### config.mk
export PLATFORM = sky130hd
export DESIGN_NAME = sflash_cmd_engine
export DESIGN_NICKNAME = d
export VERILOG_FILES = /design/src/rtl/sfe_pkg.sv /design/src/rtl/sfe_shift.sv /design/src/rtl/sfe_seq.sv /design/src/rtl/sflash_cmd_engine.sv
export SDC_FILE = /design/constraint.sdc
export NUM_CORES = 1
export LEC_CHECK = 0
export ABC_AREA = 1
export BUFFER_PORTS_ARGS = -buffer_cell sky130_fd_sc_hd__buf_2
export CAP_MARGIN = 0
export CORE_MARGIN = 2
export CORE_UTILIZATION = 45
export DETAILED_ROUTE_END_ITERATION = 10
export PLACE_DENSITY = 0.68
export SYNTH_ARGS = -nofsm -noshare
export SYNTH_HDL_FRONTEND = slang
export SYNTH_SLANG_ARGS = --single-unit
### constraint.sdc
create_clock -name clk -period 2.1 [get_ports clk]
set_clock_uncertainty 0.05 [all_clocks]
set_input_delay 0.42 -clock clk [delete_from_list [all_inputs] [get_ports clk]]
set_output_delay 0.42 -clock clk [all_outputs]
set_load 0.02 [all_outputs]
### src/rtl/sfe_pkg.sv
package sfe_pkg;
   // command word field positions
   localparam int CMD_OPC_LSB  = 0;
   localparam int CMD_WR_BIT   = 8;
   localparam int CMD_CNT_LSB  = 9;
   localparam int CMD_KEEP_BIT = 15;
   localparam int CMD_DUM_LSB  = 16;
   localparam int CMD_ALEN_LSB = 20;
   localparam int CMD_CS_LSB   = 24;

   // status bit positions
   localparam int STAT_PEND_BIT = 22;
   localparam int STAT_ERR_BIT  = 29;

   // register word offsets
   localparam logic [2:0] REG_CMD  = 3'd0;
   localparam logic [2:0] REG_ADDR = 3'd1;
   localparam logic [2:0] REG_DATA = 3'd2;
   localparam logic [2:0] REG_STAT = 3'd3;
   localparam logic [2:0] REG_IO   = 3'd4;

   typedef struct packed {
      logic [7:0] opc;
      logic       wr;
      logic [2:0] cnt;
      logic       keep;
      logic [3:0] dum;
      logic [2:0] alen;
      logic [2:0] cs;
   } sfe_cmd_t;

   typedef enum logic [2:0] {
      PH_IDLE, PH_OPC, PH_ADR, PH_DUM, PH_DAT, PH_FIN
   } sfe_phase_e;

   function automatic sfe_cmd_t sfe_decode(input logic [31:0] w);
      sfe_cmd_t c;
      c.opc  = w[CMD_OPC_LSB +: 8];
      c.wr   = w[CMD_WR_BIT];
      c.cnt  = w[CMD_CNT_LSB +: 3];
      c.keep = w[CMD_KEEP_BIT];
      c.dum  = w[CMD_DUM_LSB +: 4];
      c.alen = w[CMD_ALEN_LSB +: 3];
      c.cs   = w[CMD_CS_LSB +: 3];
      return c;
   endfunction
endpackage

### src/rtl/sfe_shift.sv
module sfe_shift #(
   parameter int BITS = 8
) (
   input  logic            clk,
   input  logic            rst_n,
   input  logic            tick,
   input  logic            start,
   input  logic [BITS-1:0] tx,
   input  logic            miso,
   output logic            busy,
   output logic            done,
   output logic [BITS-1:0] rx,
   output logic            sck_o,
   output logic            mosi_o
);
   localparam int CW = $clog2(BITS + 1);

   logic [BITS-1:0] sh_q;
   logic [CW-1:0]   left_q;

   always_ff @(posedge clk or negedge rst_n) begin
      if (!rst_n) begin
         sh_q   <= '0;
         left_q <= '0;
         busy   <= 1'b0;
         done   <= 1'b0;
         sck_o  <= 1'b1;
         mosi_o <= 1'b0;
      end else begin
         done <= 1'b0;
         if (start && !busy) begin
            sh_q   <= tx;
            left_q <= CW'(BITS);
            busy   <= 1'b1;
         end else if (busy && tick) begin
            if (sck_o) begin
               sck_o  <= 1'b0;
               mosi_o <= sh_q[BITS-1];
            end else begin
               sck_o  <= 1'b1;
               sh_q   <= {sh_q[BITS-2:0], miso};
               left_q <= left_q - 1'b1;
               if (left_q == CW'(1)) begin
                  busy <= 1'b0;
                  done <= 1'b1;
               end
            end
         end
      end
   end

   assign rx = sh_q;

   // data line moves only together with a falling clock
   a_r5_mosi_moves_on_fall : assert property (@(posedge clk) disable iff (!rst_n)
      !$fell(sck_o) |-> $stable(mosi_o));
   // clock rests high whenever no byte is in flight
   a_r5_idle_clock_high : assert property (@(posedge clk) disable iff (!rst_n)
      !busy |-> sck_o);
endmodule

### src/rtl/sfe_seq.sv
module sfe_seq
   import sfe_pkg::*;
#(
   parameter int ADDR_BYTES = 3,
   parameter int DATA_BYTES = 4
) (
   input  logic                          clk,
   input  logic                          rst_n,
   input  logic                          go_i,
   input  sfe_cmd_t                      cmd_i,
   input  logic [8*ADDR_BYTES-1:0]       addr_i,
   input  logic [8*DATA_BYTES-1:0]       wdata_i,
   input  logic                          busy_i,
   input  logic                          done_i,
   input  logic [7:0]                    rx_i,
   output logic                          start_o,
   output logic [7:0]                    tx_o,
   output logic                          pend_o,
   output logic                          held_o,
   output logic [2:0]                    csel_o,
   output logic                          rd_we_o,
   output logic [$clog2(DATA_BYTES)-1:0] rd_lane_o,
   output logic [7:0]                    rd_byte_o
);
   localparam int AW = 8 * ADDR_BYTES;
   localparam int DW = 8 * DATA_BYTES;
   localparam int LW = $clog2(DATA_BYTES);

   function automatic logic [3:0] eff_alen(input sfe_cmd_t c);
      int a = int'(c.alen);
      if (a > ADDR_BYTES) a = ADDR_BYTES;
      return 4'(a);
   endfunction

   function automatic logic [3:0] eff_cnt(input sfe_cmd_t c);
      int n = int'(c.cnt);
      if (n > DATA_BYTES) n = DATA_BYTES;
      return 4'(n);
   endfunction

   function automatic sfe_phase_e after(input sfe_phase_e p, input sfe_cmd_t c);
      if ((p == PH_IDLE || p == PH_OPC) && eff_alen(c) != 4'd0) return PH_ADR;
      if (p != PH_DUM && p != PH_DAT && c.dum != 4'd0) return PH_DUM;
      if (p != PH_DAT && eff_cnt(c) != 4'd0) return PH_DAT;
      return PH_FIN;
   endfunction

   function automatic logic [3:0] span(input sfe_phase_e p, input sfe_cmd_t c);
      case (p)
         PH_OPC:  return 4'd1;
         PH_ADR:  return eff_alen(c);
         PH_DUM:  return c.dum;
         PH_DAT:  return eff_cnt(c);
         default: return 4'd0;
      endcase
   endfunction

   sfe_cmd_t      c_q;
   sfe_phase_e    ph_q, go_ph, nx_ph;
   logic [3:0]    cnt_q;
   logic [LW-1:0] lane_q;
   logic          fly_q, held_q, pend_q;
   logic [2:0]    csel_q;
   logic          in_byte;
   logic [AW-1:0] a_sh;
   logic [DW-1:0] d_sh;

   always_comb begin
      go_ph   = held_q ? after(PH_OPC, cmd_i) : PH_OPC;
      nx_ph   = after(ph_q, c_q);
      in_byte = ph_q inside {PH_OPC, PH_ADR, PH_DUM, PH_DAT};
      start_o = in_byte && !fly_q && !busy_i;
      a_sh    = addr_i >> {cnt_q - 4'd1, 3'b000};
      d_sh    = wdata_i >> {lane_q, 3'b000};
      case (ph_q)
         PH_OPC:  tx_o = c_q.opc;
         PH_ADR:  tx_o = a_sh[7:0];
         PH_DAT:  tx_o = c_q.wr ? d_sh[7:0] : 8'h00;
         default: tx_o = 8'h00;
      endcase
   end

   always_ff @(posedge clk or negedge rst_n) begin
      if (!rst_n) begin
         c_q    <= '0;
         ph_q   <= PH_IDLE;
         cnt_q  <= '0;
         lane_q <= '0;
         fly_q  <= 1'b0;
         held_q <= 1'b0;
         pend_q <= 1'b0;
         csel_q <= '0;
      end else if (go_i) begin
         c_q    <= cmd_i;
         pend_q <= 1'b1;
         lane_q <= '0;
         fly_q  <= 1'b0;
         ph_q   <= go_ph;
         cnt_q  <= span(go_ph, cmd_i);
         if (!held_q) begin
            held_q <= 1'b1;
            csel_q <= cmd_i.cs;
         end
      end else if (ph_q == PH_FIN) begin
         ph_q   <= PH_IDLE;
         pend_q <= 1'b0;
         if (!c_q.keep) held_q <= 1'b0;
      end else if (in_byte) begin
         if (start_o) fly_q <= 1'b1;
         if (done_i) begin
            fly_q <= 1'b0;
            if (ph_q == PH_DAT) lane_q <= lane_q + 1'b1;
            if (cnt_q == 4'd1) begin
               ph_q  <= nx_ph;
               cnt_q <= span(nx_ph, c_q);
            end else begin
               cnt_q <= cnt_q - 4'd1;
            end
         end
      end
   end

   assign pend_o    = pend_q;
   assign held_o    = held_q;
   assign csel_o    = csel_q;
   assign rd_we_o   = done_i && ph_q == PH_DAT && !c_q.wr;
   assign rd_lane_o = lane_q;
   assign rd_byte_o = rx_i;

   // pending drops only once the shifter has finished its last byte
   a_r7_pending_ends_quiet : assert property (@(posedge clk) disable iff (!rst_n)
      $fell(pend_q) |-> (!busy_i && !fly_q));
   // a command continuing a held selection never enters the opcode phase
   a_r10_held_skips_opcode : assert property (@(posedge clk) disable iff (!rst_n)
      (go_i && held_q) |=> ph_q != PH_OPC);
   // captured bytes land only while the command is pending
   a_r6_capture_in_command : assert property (@(posedge clk) disable iff (!rst_n)
      rd_we_o |-> pend_q);
endmodule

### src/rtl/sflash_cmd_engine.sv
module sflash_cmd_engine
   import sfe_pkg::*;
#(
   parameter int NUM_CS     = 8,
   parameter int ADDR_BYTES = 3,
   parameter int DATA_W     = 32
) (
   input  logic              clk,
   input  logic              rst_n,
   input  logic              bus_wr,
   input  logic [2:0]        bus_addr,
   input  logic [31:0]       bus_wdata,
   output logic [31:0]       bus_rdata,
   input  logic              tick,
   output logic              sck,
   output logic              mosi,
   input  logic              miso,
   output logic [NUM_CS-1:0] cs_n,
   output logic              wp_n,
   output logic              hold_n
);
   localparam int AW = 8 * ADDR_BYTES;
   localparam int DB = DATA_W / 8;
   localparam int LW = $clog2(DB);

   if (NUM_CS < 1 || NUM_CS > 8) begin : g_bad_cs
      $error("NUM_CS must lie in 1..8");
   end
   if (ADDR_BYTES < 1 || ADDR_BYTES > 4) begin : g_bad_addr
      $error("ADDR_BYTES must lie in 1..4");
   end
   if (DATA_W % 8 != 0 || DB < 2 || DB > 4) begin : g_bad_data
      $error("DATA_W must be 16, 24 or 32");
   end

   sfe_cmd_t      cmd;
   logic          go, pend, held;
   logic [2:0]    csel;
   logic [AW-1:0] addr_q;
   logic [DATA_W-1:0] data_q;
   logic          err_q;
   logic [3:0]    io_q;
   logic          sh_start, sh_busy, sh_done;
   logic [7:0]    sh_tx, sh_rx, rd_byte;
   logic          rd_we;
   logic [LW-1:0] rd_lane;

   assign cmd = sfe_decode(bus_wdata);
   assign go  = bus_wr && bus_addr == REG_CMD && !pend;

   always_ff @(posedge clk or negedge rst_n) begin
      if (!rst_n) begin
         addr_q <= '0;
         data_q <= '0;
         err_q  <= 1'b0;
         io_q   <= 4'b1100;
      end else begin
         if (bus_wr) begin
            case (bus_addr)
               REG_ADDR: addr_q <= bus_wdata[AW-1:0];
               REG_DATA: data_q <= bus_wdata[DATA_W-1:0];
               REG_IO:   io_q   <= bus_wdata[3:0];
               REG_STAT: if (bus_wdata[STAT_ERR_BIT]) err_q <= 1'b0;
               REG_CMD: begin
                  if (pend)         err_q  <= 1'b1;
                  else if (!cmd.wr) data_q <= '0;
               end
               default: ;
            endcase
         end
         if (rd_we) data_q[{rd_lane, 3'b000} +: 8] <= rd_byte;
      end
   end

   always_comb begin
      bus_rdata = '0;
      case (bus_addr)
         REG_ADDR: bus_rdata = 32'(addr_q);
         REG_DATA: bus_rdata = 32'(data_q);
         REG_STAT: begin
            bus_rdata[STAT_PEND_BIT] = pend;
            bus_rdata[STAT_ERR_BIT]  = err_q;
         end
         REG_IO:   bus_rdata = {28'd0, io_q};
         default:  bus_rdata = '0;
      endcase
   end

   sfe_seq #(.ADDR_BYTES(ADDR_BYTES), .DATA_BYTES(DB)) u_seq (
      .clk      (clk),
      .rst_n    (rst_n),
      .go_i     (go),
      .cmd_i    (cmd),
      .addr_i   (addr_q),
      .wdata_i  (data_q),
      .busy_i   (sh_busy),
      .done_i   (sh_done),
      .rx_i     (sh_rx),
      .start_o  (sh_start),
      .tx_o     (sh_tx),
      .pend_o   (pend),
      .held_o   (held),
      .csel_o   (csel),
      .rd_we_o  (rd_we),
      .rd_lane_o(rd_lane),
      .rd_byte_o(rd_byte)
   );

   sfe_shift #(.BITS(8)) u_shift (
      .clk   (clk),
      .rst_n (rst_n),
      .tick  (tick),
      .start (sh_start),
      .tx    (sh_tx),
      .miso  (miso),
      .busy  (sh_busy),
      .done  (sh_done),
      .rx    (sh_rx),
      .sck_o (sck),
      .mosi_o(mosi)
   );

   for (genvar i = 0; i < NUM_CS; i++) begin : g_cs
      assign cs_n[i] = !(held && csel == 3'(i));
   end

   assign wp_n   = io_q[2];
   assign hold_n = io_q[3];

   // never more than one flash selected
   a_r12_single_select : assert property (@(posedge clk) disable iff (!rst_n)
      $onehot0(~cs_n));
   // with every line deselected the serial clock rests high
   a_r1_deselected_clock_high : assert property (@(posedge clk) disable iff (!rst_n)
      (&cs_n) |-> sck);
   // a command write during a pending command leaves the error bit set
   a_r8_busy_write_flags : assert property (@(posedge clk) disable iff (!rst_n)
      (bus_wr && bus_addr == REG_CMD && pend) |=> (err_q && pend));
endmodule

# Word level (Yosys, flattened, before mapping)
# Cells that the tools add are included.
classes:
  addsub: 4
  n_lt_le_gt_ge: 4
  eq_ne: 33
  n_shift: 4
  muxes: 91
  bitwise_logic: 2
  n_reduce_logical: 67
ops:
  columns: ["cell", "n"]
  rows:
  - ["$mux 32", 4]
  - ["$mux 3", 22]
  - ["$pmux 22 s3", 1]
  - ["$pmux 32 s2", 1]
  - ["$mux 4", 12]
  - ["$mux 1", 33]
  - ["$bwmux 32", 1]
  - ["$mux 8", 4]
  - ["$pmux 4 s4", 2]
  - ["$shift 8x7->32 const A", 1]
  - ["$shiftx 8x7->32", 1]
  - ["$shr 32x5->8", 1]
  - ["$eq 3x2->1 const B", 10]
  - ["$reduce_bool 4->1", 7]
  - ["$eq 3x3->1 const B", 9]
  - ["$pmux 8 s3", 1]
  - ["$shr 24x7->8", 1]
  - ["$logic_and 1x1->1", 20]
  - ["$eq 3x1->1 const B", 5]
  - ["$reduce_and 3->1", 5]
  - ["$reduce_bool 2->1", 7]
  - ["$logic_not 1->1", 12]
  - ["$mux 2", 6]
  - ["$pmux 6 s2", 1]
  - ["18 further kinds", 38]
totals:
  ff_bits: 112
  input_bits: 40
  output_inout_bits: 44
  word_cells: 228

# Logic depth before layout (Yosys ltp)
# Gate-level depths: netlist of the first run.
depth:
  ltp_word: 23
  depth_mapped: 11

# By module
# From an unflattened synthesis of the first run, not the netlist that was laid out.
hier_totals:
  cells_unflattened: 942
  hier_area_um2: 6680.2
modules_own_cells:
  columns: ["module", "n_inst", "cells_each", "area_per_inst_um2", "seq_area_each_um2"]
  rows:
  - ["sflash_cmd_engine", 1, 495, 3479.6, 1529.0]
  - ["sfe_seq", 1, 356, 2436.1, 875.8]
  - ["sfe_shift", 1, 91, 764.5, 401.6]

# Least setup slack after synthesis of the first run
# No wires, ideal clock.
synth_path:
  kind: "in2out"
  from: "input bus_addr[1]"
  to: "output bus_rdata[16]"
  t_arrival_ns: 1.450
  required_ns: 1.630
  setup_slack_ns: 0.180
  cell_stages: 5
  n_path_buf: 2
  path_cell_list: "inv_2 buf_2 nand2_1 buf_2 o21ai_0"
synth_via:
  elab_chain_cells: 2
  word_cells_on_any_way: 4
  cone_classes: "eq/ne: 3; mux: 1"
synth_lines:
  columns: ["item", "line_no", "text"]
  rows:
  - ["from (decl)", "sflash_cmd_engine.sv:11", "input logic [2:0] bus_addr,"]
  - ["$eq 3x3->1, or another cell as far along", "sflash_cmd_engine.sv:77", "case (bus_addr)"]
  - ["$pmux 22 s3 *", "sflash_cmd_engine.sv:77", null]
  - ["to (decl)", "sflash_cmd_engine.sv:13", "output logic [31:0] bus_rdata,"]
# Mark *: on every way between the ends. The rest lies on a longest branch, timed or not.

# Worst setup path after layout of the first run
layout_path:
  from: "input bus_addr[1]"
  to: "output bus_rdata[3]"
# The elaborated chain is that of the path after synthesis.

==> run_results.csv, run 1 <==
group,metric,value,unit
power,power_leakage,3.83,nW
critical_path,slowest_delay,0.30,ns
synth,synth_most_common_cell,"nand2_1",
final_layout,final_cells,1109,
timing,rsz0062_at_grt,"false",
worst_hold_path,min_from,"tick",
worst_hold_path,hold_path_end,"u_shift.sck_o",
power,vdd.ir_drop.worst,0.733,mV
synth,yosysTopAreaCell,"dfrtp_1",
timing,fin_tns_setup,0,ns
cts,cts_tree,"done",
grt,grt_max_degree,45,
drt,drt_iter0_drc,504,
drt,vias_per_cell,5.58,
critical_path,r2r_end,"u_shift.rx[2]",
power,p_per_area,797,nW/um^2
critical_path,r2r-start,"u_seq.cnt_q[1]",
cts,clockRootBuffer,"clkbuf_16",
critical_path,r2r_cells,11,
worst_hold_path,hold_path.class,"in2reg",
die,std_cell_rows,43,
critical_path,cp_top_family,"buffers and inverters",
timing,worst_pin_slew,0.551,ns
critical_path,r2r_setup_slack,0.24,ns
cts,numCtsBuffers,9,
synth,synth_ff_type,"dfrtp_1",
synth,seq_area_frac_synth,43.6,%
synth,yosysTopAreaCellShare,42.4,%
final_layout,layout.nets,973,
critical_path,crit_path_cell_trace,"buf_2 -> inv_2 -> nor3_4 -> buf_4 -> nand2_1 -> o211ai_1 -> buf_2",
drt,vias,6187,
drt,ant_nets,0,
die,start_util,46.1,%
critical_path,path_buf_inv,4,
synth,async_flop_share,100,%
place,dp_hpwl,15100,um
critical_path,criticalPathCategory,"in2out",
grt,grt_pass1_vias,5829,
place,placedCellCount,1092,
run,max-cap-violations,0,
critical_path,crit_path_end_kind,"primary output",
grt,grt_pass1_wl,31900,um
timing,final.period_utilization,97.9,%
critical_path,cp_max_fo,21,
critical_path,arrival,1.59,ns
die,die_w,124,um
synth,yosys_warnings,0,
critical_path,slowest_stage,"buf_4",
status,status,"completed",
synth,syn-instance-count,827,
timing,setup_viol,0,
synth,syn-cell-area,6430,sq um
place,io_buffers,83,
timing,max_freq,0.486,GHz
die,core,13900,sq um
die,die_area,15300,sq um
cts,htreeDepth,3,
cts,cts.sinks,112,
synth,synthTopCellsByCount,"nand2_1, o21ai_0, dfrtp_1",
synth,avgSynthCellArea,7.77,sq um
cts,post_cts_buffers,0,
drt,routed_wl,20400,um
grt,grt_antenna_before_repair,0,
timing,hold_viol_final,0,
cts,ctsLongestPathBuffers,2,
critical_path,critPathRequiredTime,1.63,ns
worst_hold_path,min_path_cells,4,
final_layout,utilization,53.9,%
drt,drc_errors,0,
timing,relSlewSlack,63.2,%
die,pin_count,84,
drt,dr.pass1.iters,6,
drt,wl_per_cell,18.4,um
cts,clock_latency,0.37,ns
cts,clk_pin_slew,0.08,ns
timing,slew_viol_final,0,
synth,post_synth_num_cell_types,43,
final_layout,drive_above_1_share,19.9,%
synth,synth.area.top_cells,"dfrtp_1, nand2_1, o21ai_0, inv_1, nor2_1",
grt,track_usage,28.1,%
synth,syn_nets,876,
timing,fin_crit,2.06,ns
final_layout,fillers,1335,
final_layout,area_delta_synth_final,16.8,%
critical_path,startpoint_type,"primary input",
critical_path,crit_top_cell,"buf_2",
final_layout,antenna_cells,0,
die,die_y,124,um
place,globalplace.congestion,0.900,
synth,ys_seq_elements,112,
synth,synth_edf_count,0,
grt,grt-ovfl-total,0,
==> registers in the layout, summed over array words and instances, names as in the netlist, 3 cells and up <==
signal and count:
u_seq.cnt_q 4, u_shift.left_q 4, data_q 32, addr_q 24
io_q 4, u_seq.c_q 20, u_shift.rx 8, u_seq.csel_o 3
u_seq.ph_q 3
==> logic make-up (layout without fill, tap and decap cells) <==
kind of cell | after synthesis | count (layout) | share of synthesized area, %
xor gates and xnor gates | 5 | 5 | 0.681
adders and majority gates | 9 | 9 | 1.75
and+or+nand+nor | 314 | 314 | 22.8
DFF | 112 | 112 | 43.6
buffers and inverters | 147 | 249 | 10.1
AOI/OAI and AO/OA | 240 | 240 | 21.0
==> worst max-delay path by stage <==
stage / startpoint / end / slack [ns] / cells past startpoint
4_1_cts: bus_addr[1] / bus_rdata[3] / 0.06 / 7
2_1_floorplan: bus_addr[1] / bus_rdata[16] / 0.18 / 5
5_1_grt: bus_addr[0] / bus_rdata[5] / 0.003 / 7
6_report: bus_addr[1] / bus_rdata[3] / 0.04 / 7
3_3_place_gp: bus_addr[1] / bus_rdata[2] / 0.11 / 7
3_5_place_dp: bus_addr[1] / bus_rdata[3] / 0.07 / 7
==> layout make-up <==
type | count | area (sq um) | area share (%)
multi-input cells | 568 | 2970 | 39.6
flip-flops and latches | 112 | 2810 | 37.4
repair buffers | 119 | 741 | 9.86
inverters | 114 | 429 | 5.71
clock buffers | 10 | 239 | 3.18
well taps | 180 | 225 | 3.00
clock inverters | 6 | 96.3 | 1.28
==> per-layer routing <==
layer	track usage, %	share of wire, %	vias to the layer above
met5	0	0	-
met4	13.1	4.2	0
met3	5.21	7.8	54
met2	45.2	48	288
met1	36.7	40	2901
li1	-	-	2944
==> report_power, final <==
group / switching, W / total (W) / internal (W)
Combinational: 0.000754 / 0.00119 / 0.000438
Clock: 0.000876 / 0.00198 / 0.00110
Sequential: 0.000310 / 0.00282 / 0.00251
==> cell usage in the layout (no fill, tap or decap), types with 4 or more instances in the layout <==
master,count
a32o_1,8
nand2_4,4
a21oi_1,57
nor2_2,7
ha_1,9
nor2_1,78
nand2_2,5
nand3_2,4
dfrtp_1,109
nand3_1,28
inv_1,99
inv_2,13
o211ai_1,4
nand2_1,167
a32oi_1,4
o21ai_1,5
o21ai_0,111
buf_12,4
buf_2,82
buf_4,32
xor2_1,4
a31oi_1,6
clkbuf_16,9
o22ai_1,39
==> per-stage QoR <==
step | worst slack (ns) | area, sq um | power (W) | hold slack [ns]
6_report | 0.0440 | 7510 | 0.00599 | 0.249
2_1_floorplan | 0.180 | 6430 | 0.00353 | 0.0744
5_1_grt | 0.00323 | 7510 | 0.00628 | 0.273
4_1_cts | 0.0634 | 7510 | 0.00600 | 0.244
3_3_place_gp | 0.106 | 7160 | 0.00402 | 0.387
3_5_place_dp | 0.0707 | 7160 | 0.00404 | 0.393
==> what timing repair did <==
item	CTS	global route
hold buffers	1	0
gates resized for setup	0	0
endpoints found under the hold margin	2	0
==> tightest hold or removal path: stages <==
cell	delay, ns
buf_2	0.09
nand2_1	0.06
nand2_1	0.06
nand2_1	0.04
(Power assumes the default switching activity.)
==> run 2, diff against run 1 <==
Settings changed: PLACE_DENSITY 0.68 to unset, SYNTH_HIERARCHICAL set to 1.
==> run_results.csv, run 2 <==
group,metric,value,unit
synth,yosysTopAreaCellShare,40.8,%
grt,grt_pass1_wl,33900,um
drt,wl_per_cell,17.8,um
synth,synth_xor_area_share,0.262,%
synth,synth_compound_area_share,10.8,%
grt,grt_max_degree,46,
final_layout,utilization,53.1,%
power,vdd.ir_drop.worst,0.619,mV
power,p_per_area,820,nW/um^2
timing,fin_tns_setup,0,ns
cts,clockRootBuffer,"clkbuf_16",
final_layout,drive_above_1_share,16.2,%
cts,clk_pin_slew,0.08,ns
die,start_util,46.0,%
timing,relSlewSlack,59.9,%
cts,htreeDepth,3,
synth,ys_seq_elements,112,
synth,async_flop_share,100,%
final_layout,largest_reg_flops,32,
timing,worst_pin_slew,0.600,ns
final_layout,antenna_cells,0,
synth,synth_top_family_by_area,"simple AND/OR/NAND/NOR gates",
critical_path,critPathRequiredTime,2.36,ns
worst_hold_path,min_path_cells,3,
cts,post_cts_buffers,0,
synth,syn-instance-count,942,
place,post_dp_cell_area,7360,sq um
worst_hold_path,hold_path_end,"u_seq/c_q[16]",
critical_path,arrival,2.22,ns
cts,ctsLongestPathBuffers,2,
final_layout,fin_area,7710,sq um
critical_path,cp_max_fo,10,
synth,yosys_warnings,6,
drt,dr.pass1.iters,7,
synth,synth_fa_ha_area_share,1.69,%
final_layout,top_register,"data_q",
synth,synth.area.mux_share,0.506,%
drt,drt_iter0_drc,578,
synth,synth_most_common_cell,"nand2_1",
cts,clock_latency,0.36,ns
final_layout,final_cell_mix,"nand2_1, nand3_1, dfrtp_1",
worst_hold_path,min_from,"bus_wdata[1]",
place,io_buffers,83,
critical_path,criticalPathCategory,"reg2reg",
drt,vias_per_cell,5.43,
timing,fin_crit,1.96,ns
die,std_cell_rows,44,
cts,cts_tree,"done",
die,die_w,126,um
drt,vias,6577,
critical_path,r2r_cells,11,
final_layout,area_delta_synth_final,15.5,%
place,dp_hpwl,16400,um
synth,synth_ff_type,"dfrtp_1",
final_layout,fillers,1463,
worst_hold_path,hold_path.class,"in2reg",
critical_path,r2r_setup_slack,0.14,ns
critical_path,startpoint_type,"register",
timing,setup_viol,0,
die,die_area,15800,sq um
synth,avgSynthCellArea,7.09,sq um
timing,finalWorstSetupSlack,0.139,ns
grt,grt-ovfl-total,0,
final_layout,layout.nets,1072,
timing,final.period_utilization,93.4,%
cts,numCtsBuffers,9,
synth,post_synth_num_cell_types,35,
die,core,14500,sq um
die,die_y,126,um
timing,slew_viol_final,0,
synth,synthTopCellsByCount,"nand2_1, nand3_1, dfrtp_1",
die,pin_count,84,
grt,grt_pass1_vias,6100,
critical_path,r2r_end,"u_shift/rx[7]",
drt,routed_wl,21600,um
grt,grt_antenna_before_repair,0,
synth,syn-cell-area,6680,sq um
final_layout,reg_top3,"data_q (32), addr_q (24), u_seq/c_q (20)",
place,pre_cts_ws,0.0299,ns
synth,syn_nets,991,
cts,cts.sinks,112,
power,power_leakage,4.01,nW
power,total_power,0.00632,W
timing,hold_viol_final,0,
drt,drc_errors,0,
critical_path,r2r-start,"u_seq/cnt_q[0]",
synth,yosysTopAreaCell,"dfrtp_1",
final_layout,final_common_cell,"nand2_1",
drt,ant_nets,0,
synth,seq_area_frac_synth,42.0,%
synth,synth_edf_count,0,
synth,synthSimpleGateAreaFrac,36.8,%
timing,max_freq,0.510,GHz
timing,rsz0062_at_grt,"false",
critical_path,crit_path_end_kind,"register",
grt,track_usage,27.6,%
run,max-cap-violations,0,
place,globalplace.congestion,0.927,
status,status,"completed",
synth,synth.area.top_cells,"dfrtp_1, nand2_1, nand3_1, o21ai_0, nor2_1",
==> run 2: logic make-up after synthesis <==
logic type | count (synthesis)
DFF | 112
muxes | 3
and+or+nand+nor | 580
AOI/OAI and AO/OA | 118
xor gates and xnor gates | 2
buffers and inverters | 118
adders and majority gates | 9
==> run 2: stage by stage <==
step,hold slack (ns),instances
2_1_floorplan,0.0744,942
5_1_grt,0.254,1212
3_3_place_gp,0.373,1195
4_1_cts,0.241,1212
3_5_place_dp,0.375,1195
6_report,0.243,1212
==> run 2: how the worst max path moves through the flow <==
| stage | slack (ns) | start | cells after the start | endpoint |
|---|---|---|---|---|
| CTS | 0.002 | u_seq/ph_q[1] | 11 | data_q[22] |
| detailed placement | 0.03 | u_seq/ph_q[1] | 11 | data_q[22] |
| global route | 0.003 | u_seq/cnt_q[1] | 9 | u_shift/rx[4] |
| finish | 0.14 | u_seq/cnt_q[0] | 11 | u_shift/rx[7] |
| global placement | 0.05 | u_seq/ph_q[1] | 11 | data_q[26] |
| floorplan | 0.14 | u_seq/cnt_q[0] | 13 | u_shift/rx[7] |
==> run 2: final cells by class <==
cell class | count | area (sq um) | share of cell area [%]
Multi-Input combinational cell | 712 | 3370 | 43.7
Sequential cell | 112 | 2810 | 36.4
Timing Repair Buffer | 116 | 722 | 9.36
Inverter | 72 | 274 | 3.55
Clock buffer | 10 | 239 | 3.10
Tap cell | 184 | 230 | 2.99
Clock inverter | 6 | 71.3 | 0.925
==> run 2: metal layers <==
metal / global-route usage, % / routed length (um) / vias to the layer above
li1: - / - / 3203
met3: 5.27 / 1540 / 36
met4: 9.18 / 599 / 0
met2: 43.0 / 9960 / 264
met5: 0 / 0 / -
met1: 39.0 / 9500 / 3074
==> run 2: what timing repair did <==
| item | 4_1_cts | 5_1_grt |
|---|---|---|
| resized for setup | 0 | 6 |
| hold buffers | 1 | 0 |
| endpoints found under the hold margin | 31 | 0 |
| setup endpoints to repair | 0 | 40 |
==> run 2: critical path: stages, from the launching register on <==
cell,delay [ns]
dfrtp_1,0.39
inv_2,0.06
buf_4,0.16
nand3_1,0.11
xor2_1,0.17
nor3_2,0.37
nand2_1,0.21
o211ai_1,0.14
nand2_1,0.08
nand2_1,0.06
nand2_1,0.05
nand2_1,0.05
==> run 2: report_power, final <==
part	total [W]	switching [W]	internal, W
registers	0.00303	0.000470	0.00256
clock network	0.00184	0.000867	0.000973
logic	0.00145	0.000942	0.000508
==> run 3, diff against run 2 <==
Settings changed: BUFFER_PORTS_ARGS -buffer_cell sky130_fd_sc_hd__buf_2 to unset, DONT_BUFFER_PORTS set to 1, GPL_TIMING_DRIVEN set to 0.
==> run_results.csv, run 3 (synthesis results as in run 2) <==
group,metric,value,unit
status,status,"complete, but fails checks",
status,violations,"hold timing",
final_layout,fillers,1504,
cts,htreeDepth,3,
timing,final.period_utilization,96.6,%
drt,vias,6384,
critical_path,path_buf_inv,3,
critical_path,cp_top_family,"simple AND/OR/NAND/NOR gates",
critical_path,crit_path_end_kind,"register",
critical_path,critPathRequiredTime,2.35,ns
final_layout,layout.nets,1010,
die,core,14500,sq um
power,p_per_area,848,nW/um^2
grt,grt_pass1_vias,6045,
timing,setup_viol,0,
die,std_cell_rows,44,
critical_path,r2r_cells,10,
run,max-cap-violations,0,
timing,worst_pin_slew,0.527,ns
timing,relSlewSlack,64.9,%
place,post_dp_cell_area,6910,sq um
final_layout,final_common_cell,"nand2_1",
critical_path,slowest_delay,0.44,ns
timing,finalWorstSetupSlack,0.0716,ns
die,pin_count,84,
cts,clockRootBuffer,"clkbuf_16",
final_layout,antenna_cells,0,
die,start_util,46.0,%
timing,fin_crit,2.03,ns
drt,ant_nets,0,
final_layout,final_cell_mix,"nand2_1, nand3_1, dfrtp_1",
final_layout,fin_area,7440,sq um
drt,drc_errors,0,
timing,rsz0062_at_grt,"false",
final_layout,top_register,"data_q",
timing,hold_viol_final,112,
cts,cts_tree,"done",
final_layout,reg_top3,"data_q (32), addr_q (24), u_seq/c_q (20)",
timing,max_freq,0.493,GHz
drt,drt_iter0_drc,779,
critical_path,arrival,2.28,ns
power,total_power,0.00631,W
cts,ctsLongestPathBuffers,2,
critical_path,slowest_stage,"dfrtp_1",
timing,timing.hold.ws,-0.306,ns
place,io_buffers,0,
final_layout,largest_reg_flops,32,
grt,grt_max_degree,113,
final_layout,final_cells,1150,
drt,wl_per_cell,19.4,um
grt,grt_pass1_wl,34400,um
place,placedCellCount,1126,
place,globalplace.congestion,0.909,
die,die_y,126,um
place,pre_cts_ws,-0.553,ns
drt,routed_wl,22300,um
cts,clock_latency,0.37,ns
drt,dr.pass1.iters,8,
power,power_leakage,3.76,nW
final_layout,drive_above_1_share,12.6,%
worst_hold_path,hold_path.class,"in2async",
cts,cts.sinks,112,
grt,track_usage,28.3,%
cts,clk_pin_slew,0.09,ns
grt,grt-ovfl-total,0,
critical_path,worstSetupPathDepth,10,
critical_path,cp_max_fo,10,
drt,vias_per_cell,5.55,
place,dp_hpwl,16900,um
timing,slew_viol_final,0,
die,die_area,15800,sq um
grt,grt_antenna_before_repair,0,
critical_path,startpoint_type,"register",
final_layout,area_delta_synth_final,11.4,%
die,die_w,126,um
critical_path,crit_path_cell_trace,"inv_1 -> nand3_4 -> nor2_4 -> inv_1 -> nor2_4 -> nand2_4 -> nor3_4 -> buf_4 -> nand3_2 -> nand2_1",
critical_path,criticalPathCategory,"reg2reg",
power,vdd.ir_drop.worst,0.551,mV
cts,numCtsBuffers,9,
-- run 3: cell types whose count changed in the layout (fill, tap and decap cells not counted), sizes merged --
cell / change
buf: -71
clkbuf: +9
clkinv: +4
clkinvlp: -2
dlygate4sd3: -1
inv: -1
-- run 3: stage by stage --
stage          setup TNS (ns)  utilization (%)
2_1_floorplan               0                -
3_3_place_gp           -28.05             47.5
3_5_place_dp           -29.19             47.5
4_1_cts                     0             50.3
5_1_grt                     0             51.2
6_report                    0             51.2
-- run 3: layer usage --
metal	part of all wire (%)	global-route usage [%]	vias to the layer above
met5	0	0	-
met4	3.3	9.50	0
met3	6.7	4.80	46
met2	47	46.2	253
met1	43	38.6	2993
li1	-	-	3092
-- run 3: worst register-to-register path, cell delays in order (launching register included) --
cell and delay [ns]:
dfrtp_1 0.44, inv_1 0.15, nand3_4 0.15, nor2_4 0.15, inv_1 0.10, nor2_4 0.24
nand2_4 0.16, nor3_4 0.16, buf_4 0.17, nand3_2 0.09, nand2_1 0.10
-- run 3: repair_timing --
item,in CTS,in global routing
setup buffers,0,10
gates resized for setup,25,22
hold endpoints to repair,112,112
endpoints found under the setup margin,85,79
pin swaps,1,7
-- run 3: layout make-up --
| cell class | instances | area [sq um] | share of cell area (%) |
|---|---|---|---|
| Multi-Input combinational cell | 712 | 3480 | 46.7 |
| Sequential cell | 112 | 2810 | 37.8 |
| Inverter | 72 | 273 | 3.67 |
| Buffer | 44 | 259 | 3.48 |
| Tap cell | 184 | 230 | 3.09 |
| Clock buffer | 9 | 225 | 3.03 |
| Clock inverter | 7 | 90.1 | 1.21 |
| Timing Repair Buffer | 10 | 75.1 | 1.01 |
-- run 3: power breakdown --
group	leakage, nW	total [W]	switching [W]	internal, W
clock network	0.152	0.00186	0.000900	0.000955
logic	2.25	0.00146	0.000919	0.000537
registers	1.36	0.00300	0.000436	0.00257
-- run 3: path summary, 6_finish.rpt --
kind	slack, ns	from	to
max in group asynchronous	2.10	rst_n	u_shift/sck_o
setup / recovery	0.07	u_seq/ph_q[1]	data_q[18]
min in group clk	0.12	bus_wdata[2]	io_q[2]
setup reg to reg	0.07	u_seq/ph_q[1]	data_q[18]
hold / removal	-0.31	rst_n	addr_q[1]
hold reg to reg	0.42	u_seq/c_q[10]	u_seq/c_q[10]
